### config.mk
export PLATFORM = sky130hd
export DESIGN_NAME = pbank_mode_ctrl
export DESIGN_NICKNAME = d
export VERILOG_FILES = /design/src/rtl/pbank_pkg.sv /design/src/rtl/pbank_decode.sv /design/src/rtl/pbank_mem_stub.sv /design/src/rtl/pbank_mode_ctrl.sv
export SDC_FILE = /design/constraint.sdc
export NUM_CORES = 1
export LEC_CHECK = 0
export BUFFER_PORTS_ARGS = -buffer_cell sky130_fd_sc_hd__buf_2
export CAP_MARGIN = 30
export CORE_MARGIN = 1.5
export CORE_UTILIZATION = 56
export CTS_CLUSTER_SIZE = 25
export DETAILED_ROUTE_END_ITERATION = 10
export GPL_ROUTABILITY_DRIVEN = 1
export PLACE_DENSITY = 0.75
export SLEW_MARGIN = 5
export SYNTH_ARGS = -nofsm -noshare
export SYNTH_HDL_FRONTEND = slang
export SYNTH_SLANG_ARGS = --single-unit
### constraint.sdc
create_clock -name clk -period 2.3 [get_ports clk]
set_input_delay 0.23 -clock clk [delete_from_list [all_inputs] [get_ports clk]]
set_output_delay 0.23 -clock clk [all_outputs]
set_load 0.02 [all_outputs]
### src/rtl/pbank_pkg.sv
package pbank_pkg;
    localparam int NPB = 4;

    typedef enum logic {
        MODE_WIDE  = 1'b0,
        MODE_SPLIT = 1'b1
    } mode_e;

    localparam logic [NPB-1:0] WIDE_MASK  = 4'b1111;
    localparam logic [NPB-1:0] SPLIT_MASK = 4'b0011;

    typedef struct packed {
        mode_e          mode;
        logic           pend;
        mode_e          pend_mode;
        logic           busy;
        logic [NPB-1:0] grant;
        logic [NPB-1:0] seen;
        logic           done;
    } ctrl_s;
endpackage

### src/rtl/pbank_decode.sv
module pbank_decode
    import pbank_pkg::*;
#(
    parameter int AW = 6
) (
    input  logic [AW-1:0]  addr,
    input  logic [NPB-1:0] grant,
    output logic [1:0]     idx,
    output logic           blocked
);
    always_comb begin
        idx     = {addr[AW-1], addr[AW-2]};
        blocked = grant[idx];
    end
endmodule

### src/rtl/pbank_mem_stub.sv
module pbank_mem_stub #(
    parameter int AW  = 6,
    parameter int DW  = 8,
    parameter int LAT = 3
) (
    input  logic          clk,
    input  logic          rst_n,
    input  logic          acc,
    input  logic          we,
    input  logic [AW-1:0] addr,
    input  logic [DW-1:0] wdata,
    output logic          rsp_valid,
    output logic [DW-1:0] rsp_data,
    output logic          in_flight
);
    localparam int DEPTH = 1 << AW;

    logic [DW-1:0]  mem [DEPTH];
    logic [LAT-1:0] vld_d, vld_q;
    logic [DW-1:0]  dat_d [LAT];
    logic [DW-1:0]  dat_q [LAT];

    always_comb begin
        vld_d[0] = acc && !we;
        dat_d[0] = mem[addr];
        for (int i = 1; i < LAT; i++) begin
            vld_d[i] = vld_q[i-1];
            dat_d[i] = dat_q[i-1];
        end
    end

    always_ff @(posedge clk or negedge rst_n) begin
        if (!rst_n) begin
            vld_q <= '0;
            for (int i = 0; i < LAT; i++) dat_q[i] <= '0;
        end else begin
            vld_q <= vld_d;
            for (int i = 0; i < LAT; i++) dat_q[i] <= dat_d[i];
        end
    end

    always_ff @(posedge clk) begin
        if (acc && we) mem[addr] <= wdata;
    end

    assign rsp_valid = vld_q[LAT-1];
    assign rsp_data  = dat_q[LAT-1];
    assign in_flight = |vld_q;
endmodule

### src/rtl/pbank_mode_ctrl.sv
module pbank_mode_ctrl
    import pbank_pkg::*;
#(
    parameter int AW        = 6,
    parameter int DW        = 8,
    parameter int LAT       = 3,
    parameter int CU_PER_PB = 2
) (
    input  logic                     clk,
    input  logic                     rst_n,
    input  logic                     mode_req_valid,
    input  logic                     mode_req_split,
    output logic                     cur_mode_split,
    output logic                     mode_pending,
    input  logic                     h_valid,
    output logic                     h_ready,
    input  logic                     h_write,
    input  logic [AW-1:0]            h_addr,
    input  logic [DW-1:0]            h_wdata,
    output logic                     r_valid,
    output logic [DW-1:0]            r_data,
    input  logic                     job_start,
    output logic                     job_ready,
    input  logic [NPB-1:0]           cu_done,
    output logic [NPB-1:0]           pb_grant,
    output logic [NPB*CU_PER_PB-1:0] cu_slot_en,
    output logic                     job_done
);
    ctrl_s     q, d;
    logic [1:0] h_idx;
    logic      h_blocked;
    logic      rd_in_flight;
    logic      h_acc;
    logic [NPB-1:0] seen_n;

    pbank_decode #(.AW(AW)) u_dec (
        .addr    (h_addr),
        .grant   (q.grant),
        .idx     (h_idx),
        .blocked (h_blocked)
    );

    assign h_ready   = !q.pend && !h_blocked;
    assign job_ready = !q.busy && !q.pend;
    assign h_acc     = h_valid && h_ready;

    pbank_mem_stub #(.AW(AW), .DW(DW), .LAT(LAT)) u_mem (
        .clk       (clk),
        .rst_n     (rst_n),
        .acc       (h_acc),
        .we        (h_write),
        .addr      (h_addr),
        .wdata     (h_wdata),
        .rsp_valid (r_valid),
        .rsp_data  (r_data),
        .in_flight (rd_in_flight)
    );

    always_comb begin
        d      = q;
        d.done = 1'b0;
        seen_n = q.seen | (cu_done & q.grant);

        // queued mode applies only on an idle bank
        if (q.pend && !q.busy && !rd_in_flight) begin
            d.mode = q.pend_mode;
            d.pend = 1'b0;
        end
        if (mode_req_valid) begin
            d.pend      = 1'b1;
            d.pend_mode = mode_e'(mode_req_split);
        end

        if (job_start && job_ready) begin
            d.busy  = 1'b1;
            d.grant = (q.mode == MODE_SPLIT) ? SPLIT_MASK : WIDE_MASK;
            d.seen  = '0;
        end else if (q.busy) begin
            if (seen_n == q.grant) begin
                d.busy  = 1'b0;
                d.grant = '0;
                d.seen  = '0;
                d.done  = 1'b1;
            end else begin
                d.seen = seen_n;
            end
        end
    end

    always_ff @(posedge clk or negedge rst_n) begin
        if (!rst_n) begin
            q <= '{mode: MODE_WIDE, pend: 1'b0, pend_mode: MODE_WIDE,
                   busy: 1'b0, grant: '0, seen: '0, done: 1'b0};
        end else begin
            q <= d;
        end
    end

    for (genvar i = 0; i < NPB; i++) begin : g_slot
        assign cu_slot_en[i*CU_PER_PB +: CU_PER_PB] = {CU_PER_PB{q.grant[i]}};
    end

    assign cur_mode_split = (q.mode == MODE_SPLIT);
    assign mode_pending   = q.pend;
    assign pb_grant       = q.grant;
    assign job_done       = q.done;
endmodule

# Yosys cells after proc, flatten, opt, wreduce, memory -nomap -nowiden
# Memories as Yosys holds them, arrays and structs flattened. A register that Yosys moved wholly into a read port is not among the register bits.
# Cells that the tools add are included.
# Widths: inputs -> output; s select.
dict set report op_classes {
  n_lt_le_gt_ge 1
  eq_ne 1
  muxes 13
  n_bitwise 2
  reduce_logical 19
}
# operator count
set op_table {}
lappend op_table {{$mux 10} 1}
lappend op_table {{$mux 9} 1}
lappend op_table {{$logic_and 1x1->1} 8}
lappend op_table {{$mux 4} 2}
lappend op_table {{$logic_not 1->1} 6}
lappend op_table {{$mux 1} 6}
lappend op_table {{$reduce_bool 2->1} 3}
lappend op_table {{$mux 5} 1}
lappend op_table {{$and 4x4->4} 1}
lappend op_table {{$eq 4x4->1} 1}
lappend op_table {{$or 4x4->4} 1}
lappend op_table {{$lt 2x3->1 const B} 1}
lappend op_table {{$reduce_or 3->1} 1}
lappend op_table {{$bmux 1 s2} 1}
lappend op_table {{$mux 2} 1}
lappend op_table {{$reduce_and 2->1} 1}
dict set report totals {
  ff_bits 32
  mem_bits_rw 512
  inputBits 25
  output_inout_bits 26
  elab_cells 47
  mem_count 1
}
# name depth word_bits read_ports rd_ports_with_merged_regs wr line_no
set memory_table {}
lappend memory_table {u_mem.mem 64 8 1 1 1 pbank_mem_stub.sv:18} ;# logic [DW-1:0] mem [DEPTH];

# Logic depth before layout (Yosys ltp)
# Gate-level depths: netlist (run 1).
dict set report logic_depth {
  ltp_word 8
  depth_mapped 11
  mapped_depth_nobuf 6
}

# Modules after synthesis
# Synthesis (run 1) repeated with hierarchy kept, for this count alone.
dict set report hier_totals {
  cells_unflattened 1284
  area_unflattened_um2 21292.9
}
# module n_inst cells_per_inst area_each_um2 seq_area_each_um2
set by_module_without_submodules {}
lappend by_module_without_submodules {pbank_mem_stub 1 1220 20632.3 16050.4}
lappend by_module_without_submodules {pbank_mode_ctrl 1 61 623.1 275.3}
lappend by_module_without_submodules {pbank_decode 1 3 37.5 0.0}

# Least setup slack after synthesis (run 1)
# No wires, ideal clock.
dict set report synth_path {
  path_kind {reg-to-reg}
  startpoint {register q (netlist bit pb_grant[1])}
  endpoint {memory u_mem.mem[0][0] (enable)}
  setup_ns 0.370
  arrival_time_ns 2.275
  required_ns 1.930
  setup_slack_ns -0.345
  stages_incl_launch_ff 7
  n_path_buf 0
  synth_period_minus_slack_ns 2.645
  path_cell_list {dfrtp_1 -> nor2b_1 -> a211oi_1 -> nand3_1 -> nor2_1 -> nand2_1 -> nor2_1}
}
dict set report synth_between {
  elab_chain_len 8
}
# item line_no
set synth_rtl {}
lappend synth_rtl {{start: declaration} pbank_mode_ctrl.sv:29} ;# ctrl_s q, d;
lappend synth_rtl {{start signal: assignment} pbank_mode_ctrl.sv:92} ;# q <= '{mode: MODE_WIDE, pend: 1'b0, pend_mode: MODE_WIDE,
lappend synth_rtl {{$bmux 1 s2} pbank_decode.sv:13} ;# blocked = grant[idx];
lappend synth_rtl {{$mux 1 (not written as such)} pbank_decode.sv:13}
lappend synth_rtl {{$logic_not 1->1} pbank_mode_ctrl.sv:43} ;# assign h_ready = !q.pend && !h_blocked;
lappend synth_rtl {{$logic_and 1x1->1} pbank_mode_ctrl.sv:43}
lappend synth_rtl {{via h_ready} pbank_mode_ctrl.sv:16} ;# output logic h_ready,
lappend synth_rtl {{$logic_and 1x1->1} pbank_mode_ctrl.sv:45} ;# assign h_acc = h_valid && h_ready;
lappend synth_rtl {{$logic_and 1x1->1} pbank_mem_stub.sv:43} ;# if (acc && we) mem[addr] <= wdata;
lappend synth_rtl {{$mux 1} pbank_mem_stub.sv:43}
lappend synth_rtl {{$mux 1 (not written as such)} pbank_mem_stub.sv:43}
lappend synth_rtl {{end: declaration} pbank_mem_stub.sv:18}
# The timed path passes the listed nets, and every way through them passes these cells. The select of a mux whose other input is x is not followed.

# Final worst setup path (run 1)
dict set report layout_path {
  startpoint {register q (netlist bit pb_grant[1])}
  endpoint {memory u_mem.mem[21][7] (enable)}
}
dict set report layout_between {
  elab_chain_len 8
}
# item line_no
set layout_rtl {}
lappend layout_rtl {{$bmux 1 s2} pbank_decode.sv:13}
lappend layout_rtl {{$mux 1 (not written as such)} pbank_decode.sv:13}
lappend layout_rtl {{$logic_not 1->1} pbank_mode_ctrl.sv:43}
lappend layout_rtl {{$logic_and 1x1->1} pbank_mode_ctrl.sv:43}
lappend layout_rtl {{$logic_and 1x1->1} pbank_mode_ctrl.sv:45}
lappend layout_rtl {{$logic_and 1x1->1} pbank_mem_stub.sv:43}
lappend layout_rtl {{$mux 1} pbank_mem_stub.sv:43}
lappend layout_rtl {{$mux 1 (not written as such)} pbank_mem_stub.sv:43}
# No other way between the ends. The select of a mux whose other input is x is not followed.

==> metrics.cfg, run 1 <==
[critical_path]
startpoint=pb_grant[1]$_DFFE_PN0P_
max_stage_delay_ns=0.37
reg2reg_depth=9
cp_max_fo=8
path_cells=nor2b_1, a211oi_2, nand3_2, nor2_1, buf_4, nand2_1, buf_4, nor2_1, buf_4
r2r_slack_ns=0.06
required_ns=2.58
worstSetupStartpointType=flop
regToRegEndpoint=u_mem.mem[21][7]$_DFFE_PP_
path_class=reg2reg
worst_path_max_delay_cell=dfrtp_1
cp_common_cell=buf_4
cp.arrival_ns=2.52
endpoint_kind=flop
critical_path.endpoint=u_mem.mem[21][7]$_DFFE_PP_
rr_startpoint=pb_grant[1]$_DFFE_PN0P_

[clocking]
clk_pin_slew_worst_paths_ns=0.06
clockRootBuffer=clkbuf_16
cts.path.max_buffers=3
cts_sinks=550
clk_latency_ns=0.58
htreeDepth=2
cts_tree=done
cts_inserted_buffers=53

[placement]
dp_slack_ns=-0.384
dp_hpwl_mm=37.8
gp_congestion=0.968
portBuffers=50

[synthesis]
syn_inst=1253
synth_top_flop_cell=edfxtp_1
synth_largest_area_cell=edfxtp_1
async_flop_share_pct=6.91
yosysSeqAreaShare_pct=77.1
syn_area_um2=21200
ys_ff_latch=550
ys_top_cells_by_count=512 x edfxtp_1, 114 x nor2_1, 77 x a22oi_1
synthSimpleGateAreaFrac_pct=4.22
synth_top_cells_by_area=edfxtp_1 73%, dfrtp_1 4.5%, a22oi_1 2.7%
synth_xor_area_share_pct=0
synth_top_family_by_area=compound AO/OA/AOI/OAI gates
yosysWarnings=0
synth.most_common_cell=edfxtp_1
synth_compound_area_share_pct=10.1
syn_nets=1278
post_synth_num_cell_types=49
synth_top_cell_area_share_pct=72.6
synth_mux_area_share_pct=6.38
syn_area_per_cell_um2=16.9
synthAdderAreaFrac_pct=0
synth-edff-count=512

[floorplanning]
ioPinCount=51
core_area_um2=37500
row_count=71
fp.dieW_um=198
die_h_um=198
dieArea_um2=39000
start_util_pct=56.5

[sta]
fmax_mhz=446
setup_viol=0
layout_setup_ws_ns=0.0566
skew_ns=0.0177
worst_pin_slew_ns=0.955
hold_viol=0
maxSlewViolCount=0
fin_crit_ns=2.24
period_share_pct=97.5
slew_headroom_pct=36.3

[drt]
wl_per_cell_um=28.0
vias=13300
drcViolationCount=0
firstDrtPassIters=8
drt_iter0_markers=1606
routed_wl_mm=57.7
viasPerCell=6.44
antenna_left=0

[cells_and_area]
drive_gt1_share_pct=27.1
nNetsFinal=1529
fillers=2419
syn2layout_area_growth_pct=20.7

[global_route]
grt_pass1_wl_mm=85.0
grt_max_degree=65
grt_overflow_total=0
grt_usage_pct=30.1
grt_pass1_vias=13000
antenna_found_initial=5

[outcome]
status=complete, no violations

[pwr]
p_leak_uw=0.00885
finalPower_uw=22000
peakVddDrop_mv=0.637
pwr_density_cell_nw_per_um2=862

[job]
max_cap_violations=0

[worst_hold_path]
hp-class=in2reg

-- cell usage in the layout (no fill, tap or decap), drive strengths merged, types with 3 or more instances in the layout --
| master | instances |
|---|---|
| edfxtp | 512 |
| buf | 276 |
| nor2 | 114 |
| a22oi | 77 |
| clkbuf | 63 |
| mux2i | 57 |
| a221oi | 55 |
| a21oi | 45 |
| o21ai | 39 |
| dfrtp | 38 |
| nand2 | 37 |
| mux2 | 23 |
| mux4 | 23 |
| a22o | 21 |
| o22ai | 21 |
| clkinv | 21 |
| o221ai | 13 |
| nor2b | 12 |
| dlygate4sd3 | 11 |
| nand3 | 11 |
| bufinv | 9 |
| inv | 7 |
| a211oi | 6 |
| nand2b | 5 |
| a31oi | 5 |
| or3 | 5 |
| and2 | 5 |
| or4 | 4 |
| clkinvlp | 4 |
| nor3 | 3 |
| nand4 | 3 |
-- cell families (layout without fill, tap and decap cells) --
| family | count (synthesis) | count (layout) |
|---|---|---|
| buf+inv | 95 | 391 |
| other cells | 0 | 2 |
| mux | 103 | 103 |
| simple gates | 205 | 205 |
| compound gates | 300 | 300 |
| flops | 550 | 550 |
-- sequential cells by signal (all words and copies together) (netlist names) --
signal	cells
u_mem.dat_d	16
q	6
u_mem.mem	512
u_mem.rsp_data	8
mode_pending	1
job_done	1
pb_grant	2
u_mem.vld_q	3
cur_mode_split	1
-- where the power goes --
group | internal, µW | switching (µW) | total [µW] | leakage [µW]
registers | 11100 | 90.4 | 11200 | 0.00505
clock network | 5440 | 3680 | 9120 | 0.000899
logic | 653 | 1120 | 1770 | 0.00290
total | 17200 | 4880 | 22000 | 0.00885
-- worst max-delay path: cells and delay by family, from the launching register on --
kind | cells | cell delay [ns]
and+or+nand+nor | 5 | 0.75
buffers and inverters | 3 | 0.56
DFF | 1 | 0.37
AOI/OAI and AO/OA | 1 | 0.27
-- cell type report --
cell class	instances	area, µm²	share of cell area [%]
tap	511	639	2.50
inverter	4	15.0	0.0587
multi-input combinational	608	4440	17.3
sequential	550	16300	63.8
timing repair buffer	287	2310	9.04
antenna	2	5.00	0.0196
clock buffer	63	1430	5.58
clock inverter	37	419	1.64
-- what timing repair did --
action | CTS | global route
hold buffers | 11 | 0
endpoints found under the hold margin | 47 | 0
cloned | 0 | 0
resized for setup | 1 | 4
endpoints found under the setup margin | 57 | 449
pin swaps | 0 | 1
setup buffers | 0 | 1
-- metrics by stage --
step                      instance area, µm²  util, %  TNS [ns]  hold WS [ns]  cells
final                                  25600     68.2         0        0.0427   2062
after global routing                   25600     68.2    -0.130        0.0243   2060
after CTS                              25600     68.2         0        0.0245   2059
after detailed placement               23600     62.9     -2.28         0.339   1948
after global placement                 23600     62.9     -1.41         0.334   1948
after floorplan                        21200        -    -40.31       -0.0656   1253
-- metal layers --
layer  track usage [%]  up-vias  routed length, µm
li1                  -     5549                  -
met1              41.0     6627              21500
met2              47.9      949              27100
met3              6.62      138               6780
met4              11.6        6               2290
met5                 0        -                 34
-- worst min-delay path by stage --
stage	from	endpoint	slack (ns)	cells past startpoint
after floorplan	rst_n	cur_mode_split$_DFFE_PN0P_	-0.07	0
after global placement	u_mem.dat_d[1]$_DFF_PN0_	u_mem.rsp_data[1]$_DFF_PN0_	0.33	0
after detailed placement	u_mem.dat_d[2]$_DFF_PN0_	u_mem.rsp_data[2]$_DFF_PN0_	0.34	0
after CTS	h_wdata[4]	u_mem.mem[38][4]$_DFFE_PP_	0.02	1
after global routing	h_wdata[4]	u_mem.mem[38][4]$_DFFE_PP_	0.02	1
final	h_wdata[4]	u_mem.mem[38][4]$_DFFE_PP_	0.04	1
No activity file was read; power rests on OpenSTA's default activity.
==> inputs of run 2 (changes only) <==
CORE_UTILIZATION = 34   (was 56)
MAX_ROUTING_LAYER = met4   (was default)
PLACE_DENSITY = default   (was 0.75)
==> metrics.cfg, run 2 (synthesized netlist as in run 1, its figures left out) <==
[outcome]
status=complete, no violations

[cells_and_area]
regArea_um2=16300
fillers=5434
top_register=u_mem.mem
final_cell_mix=512 x edfxtp_1, 232 x buf_4, 110 x nor2_1
syn2layout_area_growth_pct=23.8
drive_gt1_share_pct=28.3
nNetsFinal=1558
final_common_cell=edfxtp_1
finalNonFillerCells=2422
multiInputGateArea_um2=4450
largest_register_ffs=512

[worst_hold_path]
hp-class=in2reg
min_from=h_wdata[1]

[floorplanning]
fp.dieW_um=253
ioPinCount=51
die_h_um=253
start_util_pct=34.4
core_area_um2=61600
row_count=91
dieArea_um2=63800

[global_route]
grt_max_degree=57
grt_usage_pct=19.2
antenna_found_initial=5
grt_pass1_vias=13000
grt_overflow_total=0
grt_pass1_wl_mm=86.9

[sta]
fmax_mhz=455
skew_ns=0.0204
fin_hold_ws_ns=0.129
setup_viol=0
rsz0062_at_grt=no
setup-tns-final_ns=0
maxSlewViolCount=0
slew_headroom_pct=43.3
hold_viol=0
worst_pin_slew_ns=0.850
fin_crit_ns=2.20
period_share_pct=95.6

[critical_path]
cp_max_fo=1
cp.arrival_ns=2.68
regToRegEndpoint=u_mem.dat_d[13]$_DFF_PN0_
reg2reg_depth=5
required_ns=2.79
critical_path.endpoint=u_mem.dat_d[13]$_DFF_PN0_
path_class=reg2reg
r2r_slack_ns=0.10
endpoint_kind=flop
worstSetupStartpointType=flop
rr_startpoint=u_mem.mem[4][5]$_DFFE_PP_
startpoint=u_mem.mem[4][5]$_DFFE_PP_

[clocking]
clk_latency_ns=0.62
cts.path.max_buffers=3
post-cts-setup-buffer-count=0
clk_pin_slew_worst_paths_ns=0.06
htreeDepth=2
cts_tree=done
clockRootBuffer=clkbuf_16
cts_inserted_buffers=57
cts_sinks=550

[placement]
gp_congestion=0.988
dp_hpwl_mm=40.6
dp.cells=2297
portBuffers=50

[pwr]
p_leak_uw=0.00900
pwr_density_cell_nw_per_um2=845
peakVddDrop_mv=0.529

[drt]
wl_per_cell_um=24.5
vias=13000
drt_iter0_markers=1419
drcViolationCount=0
antenna_left=0
viasPerCell=5.37
firstDrtPassIters=5
routed_wl_mm=59.3

[job]
max_cap_violations=0

-- run 2: routing by layer --
metal	up-vias	GRT usage, %	share of wire (%)	routed length (µm)
met1	6583	25.2	41	24400
li1	5621	-	-	-
met4	0	7.94	4.2	2470
met2	650	29.4	47	27600
met3	142	3.57	8.0	4760
met5	-	-	0	0
-- run 2: what timing repair did --
item | 4_1_cts | 5_1_grt
resized for setup | 1 | 6
hold buffers | 12 | 1
hold endpoints to repair | 62 | 3
pin swaps | 0 | 1
setup endpoints to repair | 6 | 496
-- run 2: layout make-up --
class	instances	area share, %
Antenna cell	3	0.0286
Clock buffer	66	5.65
Clock inverter	42	1.54
Inverter	4	0.0573
Multi-Input combinational cell	608	17.0
Sequential cell	550	62.3
Tap cell	837	3.99
Timing Repair Buffer	312	9.51
-- run 2: critical path, stage by stage (launching register included) --
cell,delay [ns]
edfxtp_1,0.39
mux4_2,0.50
nand2_1,0.10
a21oi_1,0.07
or4_1,0.52
or4_1,0.50
-- run 2: where the power goes --
group / internal [µW] / switching, µW / total (µW)
Combinational: 681 / 1100 / 1780
Sequential: 11100 / 100 / 11200
Clock: 5320 / 3870 / 9190
-- run 2: worst min path at each step --
| stage | to | slack, ns | cells after the start |
|---|---|---|---|
| 2_1_floorplan | cur_mode_split$_DFFE_PN0P_ | -0.07 | 0 |
| 3_3_place_gp | u_mem.rsp_data[1]$_DFF_PN0_ | 0.33 | 0 |
| 3_5_place_dp | u_mem.rsp_data[5]$_DFF_PN0_ | 0.33 | 0 |
| 4_1_cts | u_mem.mem[20][6]$_DFFE_PP_ | 0.13 | 1 |
| 5_1_grt | u_mem.mem[20][6]$_DFFE_PP_ | 0.15 | 1 |
| 6_report | u_mem.mem[54][1]$_DFFE_PP_ | 0.13 | 1 |
-- run 2: through the flow --
| step | power, µW | cell area [µm²] | worst slack, ns | utilization [%] |
|---|---|---|---|---|
| 4_1_cts | 22300 | 26200 | 0.0297 | 42.5 |
| 5_1_grt | 22800 | 26200 | 0.00378 | 42.6 |
| 3_3_place_gp | 13100 | 24200 | -0.257 | 39.2 |
| 3_5_place_dp | 13100 | 24200 | -0.249 | 39.2 |
| 2_1_floorplan | 12300 | 21200 | -0.0829 | - |
| 6_report | 22100 | 26200 | 0.101 | 42.6 |
